<file path="src/rtl/eeHost_pkg.sv">
package eeHost_pkg;

  typedef enum logic [2:0] {
    CMD_READ  = 3'd0,
    CMD_WRITE = 3'd1,
    CMD_ERASE = 3'd2,
    CMD_WEN   = 3'd3,
    CMD_WDIS  = 3'd4,
    CMD_ERALL = 3'd5,
    CMD_WRALL = 3'd6
  } cmd_e;

  typedef enum logic [2:0] {
    ST_IDLE, ST_FRAME, ST_GAP1, ST_POLL, ST_GAP2
  } state_e;

  // strobes from control to datapath
  typedef struct packed {
    logic load;     // capture a new frame word
    logic shift;    // advance to the next outgoing bit
    logic sample;   // take one read data bit
    logic wordEnd;  // this sample completes a word
  } strobe_t;

endpackage

</file>
<file path="src/rtl/eeHostCtrl.sv">
module eeHostCtrl
  import eeHost_pkg::*;
#(
  parameter int HALF_CYC   = 25,
  parameter int GAP_CYC    = 25,
  parameter int POLL_LIMIT = 1000000,
  parameter int ADDR_W     = 6,
  parameter int DATA_W     = 16,
  parameter int WORDS_W    = 4,
  localparam int HDR_BITS  = 3 + ADDR_W,
  localparam int FRAME_W   = HDR_BITS + DATA_W
) (
  input  logic               clk,
  input  logic               rstN,
  input  logic               reqValid,
  input  logic [2:0]         reqCmd,
  input  logic [ADDR_W-1:0]  reqAddr,
  input  logic [DATA_W-1:0]  reqData,
  input  logic [WORDS_W-1:0] reqWords,
  input  logic               misoIn,
  output logic               csOut,
  output logic               sclkOut,
  output logic               inFrame,
  output logic               busy,
  output logic               done,
  output logic               timeoutErr,
  output logic [FRAME_W-1:0] frameWord,
  output strobe_t            stb
);
  localparam int LEN_W = $clog2(HDR_BITS + DATA_W * (2 ** WORDS_W)) + 1;
  localparam int HW    = (HALF_CYC > 1) ? $clog2(HALF_CYC) : 1;
  localparam int GW    = (GAP_CYC > 1) ? $clog2(GAP_CYC) : 1;
  localparam int PW    = (POLL_LIMIT > 1) ? $clog2(POLL_LIMIT) : 1;
  localparam int WBW   = $clog2(DATA_W);

  state_e             state;
  logic [HW-1:0]      halfCnt;
  logic [GW-1:0]      gapCnt;
  logic [PW-1:0]      pollCnt;
  logic [LEN_W-1:0]   bitCnt, frameLen, lenNext;
  logic [WBW-1:0]     wbCnt;
  logic               sclkR, isRead, isProg, errR, doneR;
  logic               accept, cmdOk, hasData, progCmd, bitEnd;
  logic [1:0]         opBits;
  logic [ADDR_W-1:0]  addrField;
  logic [WORDS_W-1:0] nWords;

  // command decode
  always_comb begin
    cmdOk     = (reqCmd <= 3'd6);
    opBits    = 2'b00;
    addrField = '0;
    hasData   = 1'b0;
    progCmd   = 1'b0;
    case (cmd_e'(reqCmd))
      CMD_READ:  begin opBits = 2'b10; addrField = reqAddr; end
      CMD_WRITE: begin opBits = 2'b01; addrField = reqAddr; hasData = 1'b1; progCmd = 1'b1; end
      CMD_ERASE: begin opBits = 2'b11; addrField = reqAddr; progCmd = 1'b1; end
      CMD_WEN:   addrField[ADDR_W-1 -: 2] = 2'b11;
      CMD_WDIS:  addrField[ADDR_W-1 -: 2] = 2'b00;
      CMD_ERALL: begin addrField[ADDR_W-1 -: 2] = 2'b10; progCmd = 1'b1; end
      CMD_WRALL: begin addrField[ADDR_W-1 -: 2] = 2'b01; hasData = 1'b1; progCmd = 1'b1; end
      default:   opBits = 2'b00;
    endcase
    nWords = (reqWords == '0) ? WORDS_W'(1) : reqWords;
    if (reqCmd == 3'd0)
      lenNext = LEN_W'(HDR_BITS) + LEN_W'(DATA_W) * LEN_W'(nWords);
    else if (hasData)
      lenNext = LEN_W'(FRAME_W);
    else
      lenNext = LEN_W'(HDR_BITS);
    frameWord = {1'b1, opBits, addrField, hasData ? reqData : {DATA_W{1'b0}}};
  end

  assign accept = reqValid && (state == ST_IDLE) && cmdOk;
  assign bitEnd = (state == ST_FRAME) && sclkR && (halfCnt == HW'(HALF_CYC - 1));

  always_comb begin
    stb.load    = accept;
    stb.shift   = bitEnd;
    stb.sample  = bitEnd && isRead && (bitCnt >= LEN_W'(HDR_BITS));
    stb.wordEnd = stb.sample && (wbCnt == WBW'(DATA_W - 1));
  end

  always_ff @(posedge clk) begin
    if (!rstN) begin
      state <= ST_IDLE;
      halfCnt <= '0; gapCnt <= '0; pollCnt <= '0;
      bitCnt <= '0; frameLen <= '0; wbCnt <= '0;
      sclkR <= 1'b0; isRead <= 1'b0; isProg <= 1'b0;
      errR <= 1'b0; doneR <= 1'b0;
    end else begin
      doneR <= 1'b0;
      case (state)
        ST_IDLE: if (accept) begin
          state    <= ST_FRAME;
          halfCnt  <= '0;
          sclkR    <= 1'b0;
          bitCnt   <= '0;
          wbCnt    <= '0;
          frameLen <= lenNext;
          isRead   <= (reqCmd == 3'd0);
          isProg   <= progCmd;
          errR     <= 1'b0;
        end
        ST_FRAME: begin
          if (halfCnt == HW'(HALF_CYC - 1)) begin
            halfCnt <= '0;
            sclkR   <= ~sclkR;
            if (sclkR) begin
              if (stb.sample) wbCnt <= stb.wordEnd ? '0 : wbCnt + 1'b1;
              if (bitCnt == frameLen - LEN_W'(1)) begin
                state  <= ST_GAP1;
                gapCnt <= '0;
              end else begin
                bitCnt <= bitCnt + 1'b1;
              end
            end
          end else begin
            halfCnt <= halfCnt + 1'b1;
          end
        end
        ST_GAP1: begin
          if (gapCnt == GW'(GAP_CYC - 1)) begin
            gapCnt <= '0;
            if (isProg) begin
              state   <= ST_POLL;
              pollCnt <= '0;
            end else begin
              state <= ST_IDLE;
              doneR <= 1'b1;
            end
          end else begin
            gapCnt <= gapCnt + 1'b1;
          end
        end
        ST_POLL: begin
          if (misoIn) begin
            state <= ST_GAP2;
          end else if (pollCnt == PW'(POLL_LIMIT - 1)) begin
            state <= ST_GAP2;
            errR  <= 1'b1;
          end else begin
            pollCnt <= pollCnt + 1'b1;
          end
        end
        ST_GAP2: begin
          if (gapCnt == GW'(GAP_CYC - 1)) begin
            state <= ST_IDLE;
            doneR <= 1'b1;
          end else begin
            gapCnt <= gapCnt + 1'b1;
          end
        end
        default: state <= ST_IDLE;
      endcase
    end
  end

  assign csOut      = (state == ST_FRAME) || (state == ST_POLL);
  assign inFrame    = (state == ST_FRAME);
  assign sclkOut    = sclkR;
  assign busy       = (state != ST_IDLE);
  assign done       = doneR;
  assign timeoutErr = errR;

endmodule

</file>
<file path="src/rtl/eeHostData.sv">
module eeHostData
  import eeHost_pkg::*;
#(
  parameter int FRAME_W = 25,
  parameter int DATA_W  = 16
) (
  input  logic               clk,
  input  logic               rstN,
  input  strobe_t            stb,
  input  logic               inFrame,
  input  logic [FRAME_W-1:0] frameWord,
  input  logic               misoIn,
  output logic               mosiOut,
  output logic               rdValid,
  output logic [DATA_W-1:0]  rdData
);
  logic [FRAME_W-1:0] outSr;
  logic [DATA_W-2:0]  inSr;

  always_ff @(posedge clk) begin
    if (!rstN) begin
      outSr   <= '0;
      inSr    <= '0;
      rdData  <= '0;
      rdValid <= 1'b0;
    end else begin
      rdValid <= 1'b0;
      if (stb.load)
        outSr <= frameWord;
      else if (stb.shift)
        outSr <= {outSr[FRAME_W-2:0], 1'b0};
      if (stb.sample)
        inSr <= {inSr[DATA_W-3:0], misoIn};
      if (stb.wordEnd) begin
        rdData  <= {inSr, misoIn};
        rdValid <= 1'b1;
      end
    end
  end

  assign mosiOut = inFrame & outSr[FRAME_W-1];

endmodule

</file>
<file path="src/rtl/eeSerialHost.sv">
module eeSerialHost
  import eeHost_pkg::*;
#(
  parameter int HALF_CYC   = 25,
  parameter int GAP_CYC    = 25,
  parameter int POLL_LIMIT = 1000000,
  parameter int ADDR_W     = 6,
  parameter int DATA_W     = 16,
  parameter int WORDS_W    = 4
) (
  input  logic               clk,
  input  logic               rstN,
  input  logic               reqValid,
  input  logic [2:0]         reqCmd,
  input  logic [ADDR_W-1:0]  reqAddr,
  input  logic [DATA_W-1:0]  reqData,
  input  logic [WORDS_W-1:0] reqWords,
  input  logic               misoIn,
  output logic               busy,
  output logic               done,
  output logic               rdValid,
  output logic [DATA_W-1:0]  rdData,
  output logic               timeoutErr,
  output logic               csOut,
  output logic               sclkOut,
  output logic               mosiOut
);
  localparam int FRAME_W = 3 + ADDR_W + DATA_W;

  strobe_t            stb;
  logic               inFrame;
  logic [FRAME_W-1:0] frameWord;

  eeHostCtrl #(
    .HALF_CYC(HALF_CYC), .GAP_CYC(GAP_CYC), .POLL_LIMIT(POLL_LIMIT),
    .ADDR_W(ADDR_W), .DATA_W(DATA_W), .WORDS_W(WORDS_W)
  ) ctrl (
    .clk(clk), .rstN(rstN), .reqValid(reqValid), .reqCmd(reqCmd),
    .reqAddr(reqAddr), .reqData(reqData), .reqWords(reqWords),
    .misoIn(misoIn), .csOut(csOut), .sclkOut(sclkOut), .inFrame(inFrame),
    .busy(busy), .done(done), .timeoutErr(timeoutErr),
    .frameWord(frameWord), .stb(stb)
  );

  eeHostData #(.FRAME_W(FRAME_W), .DATA_W(DATA_W)) dpath (
    .clk(clk), .rstN(rstN), .stb(stb), .inFrame(inFrame),
    .frameWord(frameWord), .misoIn(misoIn), .mosiOut(mosiOut),
    .rdValid(rdValid), .rdData(rdData)
  );

endmodule

</file>
<file path="config.mk">
export PLATFORM = sky130hd
export DESIGN_NAME = eeSerialHost
export DESIGN_NICKNAME = d
export VERILOG_FILES = /design/src/rtl/eeHost_pkg.sv /design/src/rtl/eeHostCtrl.sv /design/src/rtl/eeHostData.sv /design/src/rtl/eeSerialHost.sv
export SDC_FILE = /design/constraint.sdc
export NUM_CORES = 1
export LEC_CHECK = 0
export BUFFER_PORTS_ARGS = -buffer_cell sky130_fd_sc_hd__buf_2
export CAP_MARGIN = 10
export CORE_UTILIZATION = 35
export CTS_CLUSTER_DIAMETER = 120
export CTS_CLUSTER_SIZE = 14
export DETAILED_ROUTE_END_ITERATION = 7
export PLACE_DENSITY = 0.54
export SYNTH_ARGS = -nofsm -noshare
export SYNTH_HDL_FRONTEND = slang
export SYNTH_SLANG_ARGS = --single-unit
</file>
<file path="constraint.sdc">
create_clock -name clk -period 3 [get_ports clk]
set_input_delay 0.6 -clock clk [delete_from_list [all_inputs] [get_ports clk]]
set_output_delay 0.6 -clock clk [all_outputs]
set_load 0.01 [all_outputs]
</file>
==> metrics.txt, run 1 <==
clk sinks=114; die height=124.7 um; clock transition at the registers of the reported paths=0.05 ns; Post-Synth Adder-Cell Area=2.376%; max-cap violations=0; Combinational Power Share=16.9%; pin count of the biggest net entering global routing=41; Initial Utilization=36.10%; PD cells=726.9 nW/um2; final setup margin=0.4088 ns; RSZ-0062 raised after global routing=false; first-pass GRT wire length=21,780 um; Final Hold Fails=0; actual slew at the worst max-slew pin=1.014 ns; required time of the worst setup path=3.33 ns; clock network power share=45.7%; post-CTS sizing=0; Peak VDD IR=0.0003695 V; Seq cells post-synth=114; TritonCTS clock tree=built; Net Sw Power=1265 uW; Primary FF master, synth=dfxtp_1; Max Buffers Root-to-Sink=2; Final nets=740; Final ANT Viol Nets=0; H-tree level count=4; Cells after Synth=648; switching share of power=27.40%; min Tclk post-route=2.591 ns; I/O pin cnt=56; Area growth syn-to-layout=20.65%; Worst-Skew Late Latency=0.42 ns; Leak Pwr=0.002358 uW; initial antenna violation count=0; worst setup slack after placement=0.4422 ns; clock skew=0.005489 ns; Setup CP Type=reg2reg; share of cells above drive strength 1=15.35%; hold_buf cts=0; routed via count=4,803; Critical Path Sink Type=flop; gr usage total=17.19%; Total Wirelength=12,720 um; Synth Cell Area=5266 um2; diode count=0; grt total ovfl=0; Tot Pwr=4618 uW; post-synth cell types=55; Max FO, Critical Path=14; register area share after synthesis=43.34%; post-CTS setup buffer count=0; Final setup viols=0; startpoint types=flop; post-synthesis mux area share=0.3801%; DRC=0; largest family of logic cells by synthesized area=simple AND/OR/NAND/NOR gates; number of synthesized flops with an enable pin=0; Synth Area in Simple Gates=25.52%; worst path arrival time=2.92 ns; fin util=43.55%; port bufs=55; synth warn=0; Post-Synthesis Net Count=691; Initial DRC Count=248; RePlAce Congestion=0.7865; setup TNS=0 ns; dpl hpwl=8527 um; DRT Pass-1 Iters=4; Worst Hold Class=in2reg; Slew headroom=32.12%; Internal Pwr Total=3353 uW; die area=15,540 um2; vias in the first global route=4,476; wire per inst=14.23 um; row count=44; Compound-Gate Fraction of Synth Area=18.98%; Die X=124.7 um; Sequential Power Share=37.4%; fmax=385.9 MHz; Pins Over Slew Limit=0; Async SR Flop Fraction=0%; Synth Area in XOR/XNOR=4.823%; status=completed; root buffer cell=clkbuf_16; core area=14,590 um2; Tcrit/Tclk final=86.37%; synthesized area per cell=8.127 um2; mean number of vias per cell=5.372; Num CTS Buffers=17
## per-layer routing
metal | vias up | share of wire (%) | wire length, um | global-route usage, %
met4 | 0 | 1.5 | 194 | 6.804
met3 | 17 | 4.4 | 566 | 4.338
li1 | 2412 | - | - | -
met5 | - | 0 | 0 | 0
met2 | 117 | 45 | 5678 | 26.32
met1 | 2257 | 49 | 6280 | 23.02
## power groups by stage
| stage | Clock (uW) | Combinational (uW) | Sequential [uW] |
|---|---|---|---|
| 6_report | 2110 | 782 | 1730 |
| 4_1_cts | 2150 | 787 | 1720 |
| 5_1_grt | 2230 | 884 | 1740 |
| 3_3_place_gp | 0 | 767 | 1750 |
| 2_1_floorplan | 0 | 581 | 1720 |
| 3_5_place_dp | 0 | 783 | 1750 |
## cell type report
cell class,count,area (um2)
clock buffer,22,494.2
timing repair buffer,72,415.4
tap,184,230.2
inverter,16,60.06
sequential,114,2282
clock inverter,10,128.9
multi-input combinational,476,2743
fill,1451,8235
## layout by cell type (no fill, tap or decap), types with 10 or more instances in the layout
cell and count:
xnor2_1 24, nor2_1 67, a221oi_1 21, or3_1 11, buf_4 16, buf_2 55, dfxtp_1 114, nand4_1 10
clkbuf_16 17, o21ai_0 20, a21oi_1 64, nor3_1 25, nand2_1 101, nand3_1 20, ha_1 10, inv_1 15
## cells by family after synthesis
| family | Yosys count |
|---|---|
| AND/OR/NAND/NOR | 280 |
| AO/OA/AOI/OAI | 155 |
| flip-flops | 114 |
| buffers and inverters | 58 |
| XOR/XNOR | 29 |
| adder cells (fa/ha/maj) | 10 |
| multiplexers | 2 |
## flip-flops by register name (all words and copies together) (netlist names)
signal and cells:
ctrl.wbCnt 4, ctrl.timeoutErr 1, ctrl.frameLen 5, ctrl.sclkOut 1, ctrl.state 3, dpath.rdValid 1, ctrl.isProg 1, ctrl.isRead 1
dpath.rdData 16, dpath.outSr 25, dpath.inSr 15, ctrl.done 1, ctrl.halfCnt 5, ctrl.gapCnt 5, ctrl.pollCnt 20, ctrl.bitCnt 10
## synth_stat cells, types with 3 or more instances
cell | number | area, um2
nor3_1 | 25 | 125.1
nand3_1 | 20 | 100.1
nand2_1 | 101 | 379.1
inv_1 | 16 | 60.06
a31oi_1 | 8 | 50.05
nor4b_1 | 3 | 26.28
a221oi_1 | 21 | 183.9
buf_2 | 10 | 50.05
a211oi_1 | 8 | 60.06
nand3b_1 | 5 | 37.54
and4_1 | 5 | 43.79
xnor2_1 | 24 | 210.2
or4_1 | 3 | 22.52
nor2b_1 | 3 | 18.77
or3_1 | 11 | 68.82
a21oi_1 | 64 | 320.3
dfxtp_1 | 114 | 2282
a22oi_1 | 5 | 37.54
o211ai_1 | 3 | 22.52
o31ai_1 | 4 | 30.03
clkbuf_1 | 29 | 108.9
a2111oi_0 | 8 | 70.07
nand2b_1 | 3 | 18.77
ha_1 | 10 | 125.1
xor2_1 | 5 | 43.79
o21ai_0 | 20 | 100.1
nor2_1 | 67 | 251.5
and2_1 | 3 | 18.77
and3_1 | 7 | 43.79
nand4_1 | 10 | 62.56
## worst max-delay path: stages (launching register included)
cell	delay (ns)
dfxtp_1	0.37
inv_1	0.07
ha_1	0.19
and4b_1	0.26
and3_1	0.28
nor2_1	0.79
buf_4	0.32
a221oi_1	0.07
nor3_1	0.16
## path summary, 6_finish.rpt
check	startpoint	end	slack (ns)	depth (start not counted)
hold reg to reg	dpath.rdData[6]$_SDFFE_PN0P_	dpath.rdData[6]$_SDFFE_PN0P_	0.45	2
hold / removal	reqData[0]	dpath.outSr[0]$_SDFFE_PN0P_	0.44	3
setup reg to reg	ctrl.halfCnt[0]$_SDFFE_PN0P_	dpath.outSr[5]$_SDFFE_PN0P_	0.41	8
setup / recovery	ctrl.halfCnt[0]$_SDFFE_PN0P_	dpath.outSr[5]$_SDFFE_PN0P_	0.41	8
## metrics by stage
stage	cell area (um2)	std cells	hold WS (ns)
after floorplan	5266	648	0.4241
after global placement	5731	862	0.4373
after detailed placement	5731	862	0.4428
after CTS	6354	894	0.4209
after global routing	6354	894	0.4417
final	6354	894	0.4362
(Power assumes the default switching activity.)
==> run 2: changes to the inputs <==
Settings changed: ABC_AREA set to 1.
==> metrics.txt, run 2 <==
status=completed; Setup CP Type=reg2reg; hold_buf cts=0; Synth Area in Simple Gates=26.30%; share of cells above drive strength 1=13.22%; Largest register FFs=25; TritonCTS clock tree=built; Area growth syn-to-layout=19.87%; startpoint types=flop; worst r2r path cells=14; Synth Area in XOR/XNOR=3.697%; largest family of logic cells by synthesized area=simple AND/OR/NAND/NOR gates; RSZ-0062 raised after global routing=false; Initial Utilization=35.79%; Layout fillers=1,695; synthesized area per cell=7.054 um2; biggest regs=dpath.outSr x25, ctrl.pollCnt x20, dpath.rdData x16; post-CTS sizing=0; area occupied by multi-input gates=2890 um2; min Tclk post-route=2.340 ns; I/O pin cnt=56; Tcrit/Tclk final=78.01%; synth warn=0; cell taking the most area after synthesis=dfxtp_1; Worst-Skew Late Latency=0.42 ns; required time of the worst setup path=3.35 ns; count leader, synth=nand2_1; Post-Synth Adder-Cell Area=2.201%; Final nets=900; r2r setup slk=0.66 ns; Internal Pwr Total=3475 uW; DRC=0; root buffer cell=clkbuf_16; Compound-Gate Fraction of Synth Area=18.64%; die area=16,760 um2; RePlAce Congestion=0.7968; highest-count cells in the layout ignoring fill and taps=163 x nand2_1, 114 x dfxtp_1, 85 x inv_1, 82 x a21oi_1, 69 x nand3_1; Peak VDD IR=0.0004958 V; Net Sw Power=1595 uW; CP endpoint=ctrl.gapCnt[1]$_SDFFE_PN0P_; core area=15,890 um2; Pins Over Slew Limit=0; Leak Pwr=0.002656 uW; number of synthesized flops with an enable pin=0; register area share after synthesis=40.14%; synth cell count leaders=163 x nand2_1, 114 x dfxtp_1, 85 x inv_1, 82 x a21oi_1, 69 x nand3_1; FF+latch area=2282 um2; dpl hpwl=9484 um; pin count of the biggest net entering global routing=63; vias in the first global route=4,801; die height=129.5 um; Total Wirelength=13,910 um; placed cell count=1,054; clock skew=0.01468 ns; Seq cells post-synth=114; actual slew at the worst max-slew pin=0.6956 ns; grt total ovfl=0; Cells after Synth=806; setup TNS=0 ns; Synth Cell Area=5685 um2; Crit Reg-Reg Startpoint=ctrl.frameLen[3]$_SDFFE_PN0P_; Initial DRC Count=282; gr usage total=17.89%; Max FO, Critical Path=8; Most flops, register=dpath.outSr; Final Hold Fails=0; Primary FF master, synth=dfxtp_1; Num CTS Buffers=17; Final ANT Viol Nets=0; clk sinks=114; PD cells=743.9 nW/um2; Async SR Flop Fraction=0%; Final setup viols=0; Post-Synthesis Net Count=849; Area contributors post-synth=dfxtp_1 40%, nand2_1 11%, a21oi_1 7.2%; Worst Hold Class=in2reg; Combinational Power Share=21.3%; first-pass GRT wire length=23,670 um; post-synthesis mux area share=0%; H-tree level count=4; Sequential Power Share=34.1%; Critical Path Sink Type=flop; worst path arrival time=2.69 ns; CP Launch Point=ctrl.frameLen[3]$_SDFFE_PN0P_; DRT Pass-1 Iters=4; max-cap violations=0; Worst R2R End=ctrl.gapCnt[1]$_SDFFE_PN0P_; routed via count=5,313; post-CTS setup buffer count=0; initial antenna violation count=0; non-filler cells, final=1,086; mean number of vias per cell=4.892; fmax=427.3 MHz; wire per inst=12.81 um; clock network power share=44.6%; Slew headroom=53.57%; switching share of power=31.46%; row count=46; diode count=0; Max Buffers Root-to-Sink=2; Die X=129.5 um; port bufs=55; post-synth cell types=40; Synth top area share=40.14%; clock transition at the registers of the reported paths=0.06 ns; commonest non-fill, non-tap cell in the layout=nand2_1
-- run 2: cell types whose count changed after synthesis, moves of 18 or more --
cell / before / now
inv_1: 16 / 85
nand2_1: 101 / 163
nand3_1: 20 / 69
o21ai_0: 20 / 58
xnor2_1: 24 / 4
a221oi_1: 21 / 2
a21oi_1: 64 / 82
-- run 2: cell families (layout without fill, tap and decap cells) --
| family | Yosys count | after routing |
|---|---|---|
| AOI/OAI and AO/OA | 190 | 190 |
| xor gates and xnor gates | 24 | 24 |
| adders and majority gates | 10 | 10 |
| buffers and inverters | 126 | 190 |
| DFF | 114 | 114 |
| and+or+nand+nor | 342 | 342 |
-- run 2: layout make-up --
class	count	share of cell area, %
clock buffer	18	6.444
clock inverter	14	3.305
inverter	94	5.177
multi-input combinational	566	42.41
sequential	114	33.49
tap	216	3.965
timing repair buffer	64	5.214
-- run 2: power groups by stage --
stage / clock, uW / sequential [uW] / combinational, uW
after global placement: 0 / 1760 / 1080
after detailed placement: 0 / 1760 / 1080
after CTS: 2310 / 1730 / 1080
final: 2260 / 1730 / 1080
after global routing: 2390 / 1750 / 1230
after floorplan: 0 / 1740 / 788
-- run 2: worst min-delay path by stage --
stage / start / endpoint / cells past startpoint
after floorplan: dpath.inSr[0]$_SDFFE_PN0P_ / dpath.inSr[1]$_SDFFE_PN0P_ / 2
after global routing: reqWords[2] / ctrl.frameLen[6]$_SDFFE_PN0P_ / 3
final: reqData[0] / dpath.outSr[0]$_SDFFE_PN0P_ / 3
after CTS: reqData[0] / dpath.outSr[0]$_SDFFE_PN0P_ / 3
after global placement: dpath.outSr[21]$_SDFFE_PN0P_ / dpath.outSr[21]$_SDFFE_PN0P_ / 2
after detailed placement: dpath.outSr[21]$_SDFFE_PN0P_ / dpath.outSr[21]$_SDFFE_PN0P_ / 2
-- run 2: stage by stage --
step           util, %  total power, uW  hold WS, ns  instance area, um2  setup slack, ns
3_5_place_dp     38.72             2834       0.4601                6151           0.6305
6_report         42.90             5070       0.4387                6815           0.6598
3_3_place_gp     38.72             2839       0.4567                6151           0.6851
4_1_cts          42.90             5119       0.4216                6815           0.6805
5_1_grt          42.90             5367       0.4441                6815           0.4025
2_1_floorplan        -             2532       0.4359                5685            1.184
-- run 2: critical path, cell delays in order (launching register included) --
cell and delay (ns):
dfxtp_1 0.34, inv_1 0.12, ha_1 0.19, inv_1 0.06, nor2_1 0.21, nand3_1 0.14, nand2_1 0.08, nand2_1 0.06
nor2_1 0.13, nand3_1 0.20, nand2_1 0.31, nand2_1 0.21, nand2_1 0.12, nand2_1 0.05, nor2_1 0.07
-- run 2: metal layers --
metal | vias to the layer above | wire (um) | GRT usage [%]
li1 | 2802 | - | -
met1 | 2416 | 7067 | 24.51
met2 | 83 | 6141 | 26.88
met3 | 12 | 565 | 4.666
met4 | 0 | 140 | 6.703
met5 | - | 0 | 0
==> run 3: changes to the inputs <==
Clock period 3 ns to 2.2 ns, I/O delays scaled along.
==> metrics.txt, run 3 (synthesized netlist as in run 2, its figures left out) <==
status=completed; Max Buffers Root-to-Sink=2; Setup CP Type=reg2reg; I/O pin cnt=56; gr usage total=18.13%; min Tclk post-route=1.963 ns; WP buf/inv=1; first-pass GRT wire length=24,030 um; H-tree level count=4; routed via count=5,379; Final setup viols=0; CP delay by family, top=simple AND/OR/NAND/NOR gates; worst path arrival time=2.30 ns; pin count of the biggest net entering global routing=40; Num CTS Buffers=17; Slew headroom=69.57%; Initial DRC Count=294; Tot Pwr=6753 uW; Final ANT Viol Nets=0; Most flops, register=dpath.outSr; Area growth syn-to-layout=21.68%; worst setup slack after placement=0.1949 ns; required time of the worst setup path=2.54 ns; clk sinks=114; fmax=509.5 MHz; highest-count cells in the layout ignoring fill and taps=162 x nand2_1, 114 x dfxtp_1, 85 x inv_1, 82 x a21oi_1, 69 x nand3_1; vias in the first global route=4,919; Worst path slowest cell=dfxtp_1; hold_buf cts=0; diode count=0; DRT Pass-1 Iters=5; mean number of vias per cell=4.877; final setup margin=0.2373 ns; Die X=129.5 um; share of cells above drive strength 1=15.11%; Pins Over Slew Limit=0; actual slew at the worst max-slew pin=0.4517 ns; TritonCTS clock tree=built; dpl hpwl=9795 um; startpoint types=flop; core area=15,890 um2; CP cell instances=inv_1, nor2_4, nand2_4, nor3_4, nand3_2, nor3_2, nand2_2, o21ai_0; biggest regs=dpath.outSr x25, ctrl.pollCnt x20, dpath.rdData x16; Largest register FFs=25; Worst-Skew Late Latency=0.42 ns; Tcrit/Tclk final=89.21%; Max FO, Critical Path=16; root buffer cell=clkbuf_16; wire per inst=12.67 um; max incr delay on CP=0.34 ns; Initial Utilization=35.79%; post-CTS setup buffer count=0; port bufs=55; row count=46; Final nets=917; grt total ovfl=0; RSZ-0062 raised after global routing=true; Total Wirelength=13,980 um; RePlAce Congestion=0.8234; initial antenna violation count=0; Worst Hold Class=in2reg; PD cells=976.1 nW/um2; Critical Path Sink Type=flop; fin util=43.55%; clock skew=0.009464 ns; clock transition at the registers of the reported paths=0.06 ns; post-CTS sizing=0; die area=16,760 um2; max-cap violations=0; DRC=0; commonest non-fill, non-tap cell in the layout=nand2_1; Peak VDD IR=0.0006840 V; Final Hold Fails=0; Leak Pwr=0.002736 uW; hold slack final=0.2731 ns; setup TNS=0 ns; die height=129.5 um
## run 3: cell types whose count changed in the layout (fill, tap and decap cells not counted), sizes merged
cell and delta:
clkbuf -1, bufinv -3, clkinv -1, clkinvlp -3, buf +17, inv +8
## run 3: layout make-up
cell class,instances,area [um2]
Clock buffer,17,425.4
Clock inverter,15,183.9
Fill cell,1731,8967
Inverter,94,352.8
Multi-Input combinational cell,566,2895
Sequential cell,114,2282
Tap cell,216,270.3
Timing Repair Buffer,81,508.0
## run 3: path summary, 6_finish.rpt
check                                   from                      endpoint  slack [ns]  depth (start not counted)
setup / recovery  ctrl.state[0]$_SDFFE_PN0P_  dpath.rdData[3]$_SDFFE_PN0P_        0.24                          8
hold / removal                    reqData[0]   dpath.outSr[0]$_SDFFE_PN0P_        0.27                          3
setup reg to reg  ctrl.state[0]$_SDFFE_PN0P_  dpath.rdData[3]$_SDFFE_PN0P_        0.24                          8
hold reg to reg   dpath.inSr[4]$_SDFFE_PN0P_    dpath.inSr[5]$_SDFFE_PN0P_        0.46                          2
## run 3: per-layer routing
layer	up-vias	global-route usage, %	wire (um)
li1	2818	-	-
met1	2434	25.25	7184
met2	111	26.44	5959
met3	16	4.831	650
met4	0	7.250	181
met5	-	0	0
## run 3: power breakdown
group / switching, uW / internal [uW] / leakage (uW)
Combinational: 1040 / 518 / 0.00151
Sequential: 101 / 2250 / 0.000924
Clock: 1120 / 1720 / 0.000302
Total: 2260 / 4490 / 0.00274
## run 3: worst min-delay path, stage by stage
cell	delay, ns
buf_2	0.10
nand2_1	0.05
a21oi_1	0.05
## run 3: through the flow
| stage | area (um2) | instances |
|---|---|---|
| after floorplan | 5685 | 806 |
| after global routing | 6918 | 1103 |
| after CTS | 6913 | 1103 |
| after detailed placement | 6304 | 1071 |
| after global placement | 6304 | 1071 |
| final | 6918 | 1103 |
